## src/rtl/ext_irq_ctrl.sv

```systemverilog
module ext_irq_ctrl #(
  parameter int N = 23
) (
  input  logic         clk,
  input  logic         rst_n,
  input  logic [N-1:0] line_in,
  input  logic         we,
  input  logic [4:0]   addr,
  input  logic [31:0]  wdata,
  output logic [31:0]  rdata,
  output logic [N-1:0] irq_line,
  output logic [N-1:0] evt_line,
  output logic         irq_any
);
  localparam int PAD = 32 - N;
  localparam logic [2:0] A_IE = 3'd0, A_EE = 3'd1, A_RE = 3'd2,
                         A_FE = 3'd3, A_SW = 3'd4, A_PD = 3'd5;

  logic [N-1:0] ie, ee, re, fe, swt, pend;
  logic [N-1:0] s1, s2, s3, evt_q;
  logic [N-1:0] wv, sw_set, clr, trig, rsel;
  logic [2:0]   idx;
  logic         unused_bits;

  assign idx         = addr[4:2];
  assign wv          = wdata[N-1:0];
  assign unused_bits = ^{wdata[31:N], addr[1:0]};
  assign sw_set      = (we && idx == A_SW) ? wv : '0;
  assign clr         = (we && idx == A_PD) ? wv : '0;
  assign trig        = (re & s2 & ~s3) | (fe & ~s2 & s3) | sw_set;

  always_ff @(posedge clk or negedge rst_n) begin
    if (!rst_n) begin
      {s1, s2, s3} <= '0;
      {ie, ee, re, fe, swt, pend, evt_q} <= '0;
    end else begin
      s1    <= line_in;
      s2    <= s1;
      s3    <= s2;
      pend  <= (pend & ~clr) | trig;
      swt   <= (swt & ~clr) | sw_set;
      evt_q <= trig & ee;
      if (we) begin
        case (idx)
          A_IE: ie <= wv;
          A_EE: ee <= wv;
          A_RE: re <= wv;
          A_FE: fe <= wv;
          default: ;
        endcase
      end
    end
  end

  always_comb begin
    case (idx)
      A_IE:    rsel = ie;
      A_EE:    rsel = ee;
      A_RE:    rsel = re;
      A_FE:    rsel = fe;
      A_SW:    rsel = swt;
      A_PD:    rsel = pend;
      default: rsel = '0;
    endcase
  end

  assign rdata    = {{PAD{1'b0}}, rsel};
  assign irq_line = pend & ie;
  assign evt_line = evt_q;
  assign irq_any  = |irq_line;

  p_pend_clear_r9: assert property (@(posedge clk) disable iff (!rst_n)
    (clr != '0) |=> ((pend & $past(clr & ~trig)) == '0));
  p_pend_sticky_r9: assert property (@(posedge clk) disable iff (!rst_n)
    1'b1 |=> (($past(pend) & ~pend & ~$past(clr)) == '0));
  p_evt_masked_r4: assert property (@(posedge clk) disable iff (!rst_n)
    1'b1 |=> ((evt_q & ~$past(ee)) == '0));
  p_evt_pending_r11: assert property (@(posedge clk) disable iff (!rst_n)
    (evt_q & ~pend) == '0);
  p_swt_clear_r10: assert property (@(posedge clk) disable iff (!rst_n)
    1'b1 |=> (($past(clr & ~sw_set) & swt) == '0));
  p_pend_cause_r7: assert property (@(posedge clk) disable iff (!rst_n)
    1'b1 |=> ((pend & ~$past(pend) & ~$past(trig)) == '0));
endmodule

```

## config.mk

```make
export PLATFORM = sky130hd
export DESIGN_NAME = ext_irq_ctrl
export DESIGN_NICKNAME = d
export VERILOG_FILES = /design/src/rtl/ext_irq_ctrl.sv
export SDC_FILE = /design/constraint.sdc
export NUM_CORES = 1
export LEC_CHECK = 0
export ABC_AREA = 1
export BUFFER_PORTS_ARGS = -buffer_cell sky130_fd_sc_hd__buf_2
export CORE_UTILIZATION = 50
export CTS_BUF_LIST = sky130_fd_sc_hd__clkbuf_8
export DETAILED_ROUTE_END_ITERATION = 8
export PLACE_DENSITY = 0.72
export SLEW_MARGIN = 20
export SYNTH_ARGS = -nofsm -noshare
export SYNTH_HDL_FRONTEND = slang
export SYNTH_SLANG_ARGS = --single-unit
```

## constraint.sdc

```tcl
create_clock -name clk -period 1.3 [get_ports clk]
set_input_delay 0.26 -clock clk [delete_from_list [all_inputs] [get_ports clk]]
set_output_delay 0.26 -clock clk [all_outputs]
set_load 0.05 [all_outputs]
```

Word-level counts from Yosys, hierarchy flattened
Index checks and enable logic that the tools add are counted.
{"block": "totals", "reg_bits": 230, "wordCells": 41, "out_inout_bits": 79}
{"block": "op_classes", "reduce_logical": 8, "eq_ne": 5, "muxes": 3, "bitwise_logic": 15}
{"op": "$and 23x23->23", "count": 8}
{"op": "$pmux 23 s6", "count": 1}
{"op": "$or 23x23->23", "count": 4}
{"op": "$not 23->23", "count": 3}
{"op": "$mux 23", "count": 2}
{"op": "$reduce_or 23->1", "count": 1}
{"op": "$reduce_and 2->1", "count": 4}
{"op": "$eq 3x2->1 const B", "count": 2}
{"op": "$eq 3x3->1 const B", "count": 2}
{"op": "$eq 3x1->1 const B", "count": 1}
{"op": "$logic_not 3->1", "count": 1}
{"op": "$logic_and 1x1->1", "count": 2}

Longest topological paths before layout
Gate-level depths: netlist of the first run.
{"block": "logic_depth", "ltp_word": 6, "depth_mapped": 8}

Worst setup path after synthesis of the first run
OpenSTA, ideal clock, no wires.
{"block": "synth_timing", "path_kind": "input port to output port", "start": "input addr[4]", "end": "output rdata[10]", "cell_stages": 8, "slack_ns": -0.346, "required_ns": 1.040, "t_arrival_ns": 1.386, "n_path_buf": 3, "cell_sequence": "buf_4 inv_1 buf_2 buf_2 nand3_1 nand2_1 nor2_1 nand2_1"}
{"block": "synth_via", "elab_chain_cells": 2}
{"item": "start, declared", "line": "8", "rtl": "input logic [4:0] addr,"}
{"item": "$eq 3x3->1, or another cell as far along", "line": "56", "rtl": "case (idx)"}
{"item": "$pmux 23 s6 *", "line": "56"}
{"item": "end, declared", "line": "10", "rtl": "output logic [31:0] rdata,"}
Every way passes the cells marked *; elsewhere a longest branch is shown, timed or not.

Worst setup path in the final report of the first run
{"block": "layout_timing", "start": "register ie[0]", "end": "output irq_any"}
{"block": "layout_via", "elab_chain_cells": 2}
{"item": "start, declared", "line": "19", "rtl": "logic [N-1:0] ie, ee, re, fe, swt, pend;"}
{"item": "start signal, assigned", "line": "45", "rtl": "A_IE: ie <= wv;"}
{"item": "$and 23x23->23", "line": "68", "rtl": "assign irq_line = pend & ie;"}
{"item": "$reduce_or 23->1", "line": "70", "rtl": "assign irq_any = |irq_line;"}
{"item": "end, declared", "line": "13", "rtl": "output logic irq_any"}
Every way passes these cells.

==> results of run 1 <==
[metal layers]
| metal | track usage (%) | wire [µm] | up-vias |
|---|---|---|---|
| li1 | - | - | 4295 |
| met3 | 4.73 | 1860 | 64 |
| met4 | 12.3 | 941 | 0 |
| met2 | 48.2 | 14400 | 342 |
| met1 | 34.7 | 11200 | 4369 |
| met5 | 0 | 0 | - |
[through the flow]
step / hold slack, ps / cells / power [mW]
final: 29.8 / 1760 / 21.4
after global routing: 32.5 / 1760 / 22.3
after CTS: 4.81 / 1746 / 21.0
after detailed placement: 170 / 1619 / 13.3
after global placement: 169 / 1619 / 13.2
after floorplan: -35.6 / 1186 / 11.7
[how the worst max path moves through the flow]
stage | start | depth (start not counted) | endpoint | slack (ps)
after floorplan | ie[1]$_DFFE_PN0P_ | 6 | irq_any | -100
after global placement | addr[3] | 9 | rdata[5] | -370
after detailed placement | addr[2] | 9 | rdata[12] | -400
after CTS | ie[4]$_DFFE_PN0P_ | 8 | irq_any | -710
after global routing | ie[2]$_DFFE_PN0P_ | 7 | irq_any | -740
final | ie[0]$_DFFE_PN0P_ | 7 | irq_any | -680
[cell type report]
type                            instances  area share, %
Antenna cell                            1         0.0172
Inverter                              147           4.16
Clock inverter                         17          0.533
Clock buffer                           54           5.11
Tap cell                              265           2.28
Sequential cell                       230           39.6
Multi-Input combinational cell        747           27.3
Timing Repair Buffer                  299           21.1
[repair_timing]
item	in CTS	in global routing
setup endpoints to repair	70	70
hold buffers	41	0
buffers inserted	29	27
endpoints found under the hold margin	270	0
cloned	0	0
gates resized for setup	293	99
pin swaps	72	64
[cell usage in the layout (no fill, tap or decap), drive strengths merged]
cell type,instances
inv,159
buf,258
a21o,23
nand2,358
nand4,48
clkbuf,54
conb,9
nand3,89
dlygate4sd3,41
o21ai,120
nor2,98
clkinvlp,1
diode,1
clkinv,4
nor3,2
dfrtp,230
[worst max-delay path: cells and delay by family (launching register included)]
| kind | cells | cell delay (ps) |
|---|---|---|
| AND/OR/NAND/NOR | 6 | 620 |
| buffers and inverters | 1 | 150 |
| flip-flops | 1 | 410 |
[kinds of logic (layout without fill, tap and decap cells)]
group	count (synthesis)	after routing	synth area share (%)
other	1	10	0.0373
AOI/OAI and AO/OA	143	143	8.55
DFF	230	230	57.3
buffers and inverters	209	517	8.99
and+or+nand+nor	595	595	25.1
[state kept, by name, indices dropped and copies added, names as in the netlist]
name,count
ee,23
evt_line,23
fe,23
ie,23
pend,23
re,23
s1,23
s2,23
s3,23
swt,23
[power breakdown]
group	switching, mW	leakage, nW	internal (mW)
registers	0.645	2.75	8.09
clock network	2.93	0.467	3.70
logic	3.51	4.29	2.49
total	7.09	7.51	14.3
==> out/results.txt, run 1 <==
min Tclk post-route = 1980 ps
Final setup violation count = 70
fin area = 14500 µm²
WL per Instance = 16.2 µm
RR Endpoint = pend[21]$_DFF_PN0_
Yosys cell types = 23
CTS tree = yes
share of cells above drive strength 1 = 34.3%
TNS Setup = -18980 ps
DR vias = 9070
Std-Cell Core Area = 19600 µm²
crit-path max cell delay = 410 ps
pin count of the biggest net entering global routing = 46
crit path DAT = 1720 ps
dpl ws = -403 ps
status = finished, violations left
gr ovfl total = 0
Gate Count Post-Synth = 1178
register area share after synthesis = 57.3%
Slew Viols, Final = 0
Starting Density = 51.3%
die width = 144 µm
CTS Sinks = 230
Routability Congestion = 0.831
Port Buffers = 121
DRT Pass-1 Iters = 5
Mapped Avg Cell Area = 8.53 µm²
FF-to-FF Start = re[21]$_DFFE_PN0P_
count leader, synth = nand2_1
RSZ-0062 raised after global routing = true
total track usage = 28.0%
Clk pin slew, worst setup/hold paths = 60 ps
hpwl dp = 17.5 mm
Critical Path Start Type = register
Final Hold Fails = 0
Post-synth top cells = nand2_1, dfrtp_1, inv_1
Clock Tree Buf Depth = 3
hold depth = 3
CTS buffer count = 39
multi-input gate area in the final layout = 3970 µm²
hold endpoint = fe[11]$_DFFE_PN0P_
IO Pins = 142
PnR worst setup slack = -679 ps
drt total wl = 28.4 mm
Crit. End Element = output port
critical path's slowest cell = dfrtp_1
leakage power figure = 7.51 nW
pwr/cell area = 1470 nW/µm²
final core occ = 74.2%
ys flop type = dfrtp_1
vias per cell = 5.15
CP dominant cell by count = nand2_2
vias in the first global route = 9186
Synth area leaders = dfrtp_1, nand2_1, inv_1
Final Cycle Share = 152%
initial antenna violation count = 1
clk root buf = clkbuf_8
# DRC = 0
R2R cell count = 6
Clock Latency Late Sink = 540 ps
placed cell area = 11900 µm²
die area = 20700 µm²
worst min path class = in2reg
maximum fanout along the worst path = 2
Post-synth EDFFs = 0
worst reg-to-reg setup slack = 200 ps
FF+latch area = 5760 µm²
H-tree levels = 2
Yosys reg bits = 230
maximum vdd ir drop = 0.00113 V
post-synth top area cell = dfrtp_1
Filler cells = 1321
Worst EP required = 1040 ps
num rows = 51
YS warnings = 0
synthesized area = 10000 µm²
Hold Crit Start = wdata[11]
share of the synthesized area in the top cell type = 57.3%
ANT nets after route = 0
Setup CP Type = reg2out
Max-cap violations = 0
fraction of registers with async set/reset = 100%
initial DRC count = 636
Layout area overhead = 44.7%
maximum clock rate = 0.505 GHz
clock skew = 21.6 ps
first-pass GRT wire length = 44.7 mm
die height = 144 µm
critical path, cell by cell = nand2_2 > nand2_1 > nor2_1 > nand2_2 > nor2_4 > nand2_2 > buf_8
failing checks = negative setup slack
final-stage net count = 1527
(Power assumes the default switching activity.)
==> inputs of run 2 (changes only) <==
Settings changed: BUFFER_PORTS_ARGS -buffer_cell sky130_fd_sc_hd__buf_2 to not set, DONT_BUFFER_PORTS set to 1, PLACE_DENSITY 0.72 to 0.66, RECOVER_POWER set to 100, SKIP_LAST_GASP set to 1.
==> run 2 against run 1 <==
  * Highest routed layer unchanged
  * Sequential power increased by 2.4%
  * The flow finishes with violations (negative hold slack, negative setup slack)
  * Sequential share of layout area increased by 3.9 points
  * Global-route usage decreased by 1.3 points
  * Sequential cell count unchanged
  * Combinational power decreased by 21%
  * Critical path depth unchanged
==> out/results.txt, run 2 (synthesized netlist as in run 1, its figures left out) <==
status = finished, violations left
failing checks = negative hold slack, negative setup slack
hpwl dp = 15.6 mm (-11%)
IO Pins = 142 (unchanged)
DR vias = 8444 (-6.9%)
Filler cells = 1566 (+19%)
drt total wl = 26.6 mm (-6.4%)
Post-Layout Cell Count = 1647 (-6.4%)
critical path's slowest cell = dfrtp_1
R2R cell count = 5 (-1)
Crit path depth = 7 (unchanged)
placed cells = 1501 (-7.3%)
CTS Hold Bufs = 51 (+24%)
vias in the first global route = 8416 (-8.4%)
total track usage = 26.7% (-1.3 points)
Clock Tree Buf Depth = 3 (unchanged)
final hold slack = -566 ps (-595 ps)
Slew headroom = 50.2%
CTS tree = yes
crit-path max cell delay = 400 ps (about the same)
final-stage net count = 1422 (-6.9%)
Routability Congestion = 0.800 (-3.8%)
critical path, cell by cell = nand2_2 > nand2_1 > nor2_1 > nand2_1 > nor2_2 > buf_6 > nand2_8
die height = 144 µm (unchanged)
leakage power figure = 6.75 nW (-10%)
Tightest Pin Transition = 746 ps
FF-to-FF Start = s2[2]$_DFF_PN0_
worst min path class = in2async
initial DRC count = 532 (-16%)
most frequent cells in the layout = nand2_1, dfrtp_1, inv_1
Setup CP Type = reg2out
Critical Path Start Type = register
dpl ws = -194 ps (+209 ps)
vias per cell = 5.13 (-0.51%)
maximum vdd ir drop = 0.000965 V (-15%)
Final setup violation count = 86 (+23%)
final core occ = 67.9% (-6.3 points)
multi-input gate area in the final layout = 3910 µm² (-1.5%)
crit path DAT = 1660 ps (-60 ps)
Std-Cell Core Area = 19600 µm² (unchanged)
antenna diode count = 0 (-1)
Worst EP required = 1040 ps (about the same)
Slew Viols, Final = 0 (unchanged)
ANT nets after route = 0 (unchanged)
CP dominant cell by count = nand2_1
maximum fanout along the worst path = 2 (unchanged)
CP startpoint = ie[4]$_DFFE_PN0P_
most common cell after layout, fill and taps aside = nand2_1
Layout area overhead = 32.4%
RSZ-0062 raised after global routing = true
Max-cap violations = 0 (unchanged)
CTS buffer count = 39 (unchanged)
initial antenna violation count = 0 (-1)
worst path buffer plus inverter count = 1 (unchanged)
gr ovfl total = 0 (unchanged)
pwr/cell area = 1480 nW/µm² (+0.85%)
Final Hold Fails = 230 (+230)
Clk pin slew, worst setup/hold paths = 60 ps (about the same)
Starting Density = 51.3% (unchanged)
CTS Sinks = 230 (unchanged)
FF+latch area = 5780 µm² (+0.48%)
min Tclk post-route = 1920 ps (-55.5 ps)
clk root buf = clkbuf_8
Final Cycle Share = 148% (-4.3 points)
num rows = 51 (unchanged)
CP delay by family, top = simple AND/OR/NAND/NOR gates
die width = 144 µm (unchanged)
first-pass GRT wire length = 42.3 mm (-5.4%)
clock skew = 35.2 ps (+13.5 ps)
Crit. End Element = output port
DRT Pass-1 Iters = 5 (unchanged)
H-tree levels = 2 (unchanged)
Clock Latency Late Sink = 550 ps (about the same)
pin count of the biggest net entering global routing = 231 (+400%)
WL per Instance = 16.2 µm (about the same)
PnR worst setup slack = -624 ps (+55.5 ps)
maximum clock rate = 0.520 GHz (+2.9%)
share of cells above drive strength 1 = 27.3% (-7.1 points)
die area = 20700 µm² (unchanged)
TNS Setup = -19960 ps (-984 ps)
# DRC = 0 (unchanged)
Port Buffers = 0 (-100%)
## run 2: final cells by class
type,instances,share of cell area (%)
Sequential cell,230,43.5
Multi-Input combinational cell,747,29.4
Timing Repair Buffer,194,14.9
Clock buffer,45,4.66
Inverter,147,4.40
Tap cell,265,2.49
Clock inverter,19,0.649
## run 2: worst reg2reg max path, cell delays in order (launching register included)
cell	delay [ps]
dfrtp_1	400
o21ai_0	170
nand2_1	100
nand2_1	60
inv_1	50
nor2_1	140
## run 2: where the power goes
group          internal, mW  switching (mW)  total, mW
Clock                  3.13            2.87       6.00
Sequential             8.11           0.847       8.95
Combinational          1.93            2.84       4.77
## run 2: per-layer routing
layer	vias to the layer above	global-route usage, %	part of all wire, %
met5	-	0	0
met4	0	9.85	2.4
met3	58	5.20	6.4
met2	273	43.8	49
met1	4040	35.0	43
li1	4073	-	-
## run 2: path summary, 6_finish.rpt
check	to	slack, ps
worst min register to register	s2[7]$_DFF_PN0_	340
worst max-delay path	irq_any	-620
worst max register to register	evt_line[2]$_DFF_PN0_	280
min in group clk	evt_line[4]$_DFF_PN0_	50
worst min-delay path	s2[7]$_DFF_PN0_	-570
max in group asynchronous	evt_line[17]$_DFF_PN0_	1390
## run 2: through the flow
step	power [mW]	cell area, µm²
after floorplan	11.7	10300
after global placement	12.8	11300
after detailed placement	12.9	11300
after CTS	19.6	13100
after global routing	20.7	13300
final	19.7	13300
## run 2: what timing repair did
item,in CTS,in global routing
setup buffers,32,22
resized for setup,162,100
endpoints found under the setup margin,70,71
hold endpoints to repair,401,230
pin swaps,63,73
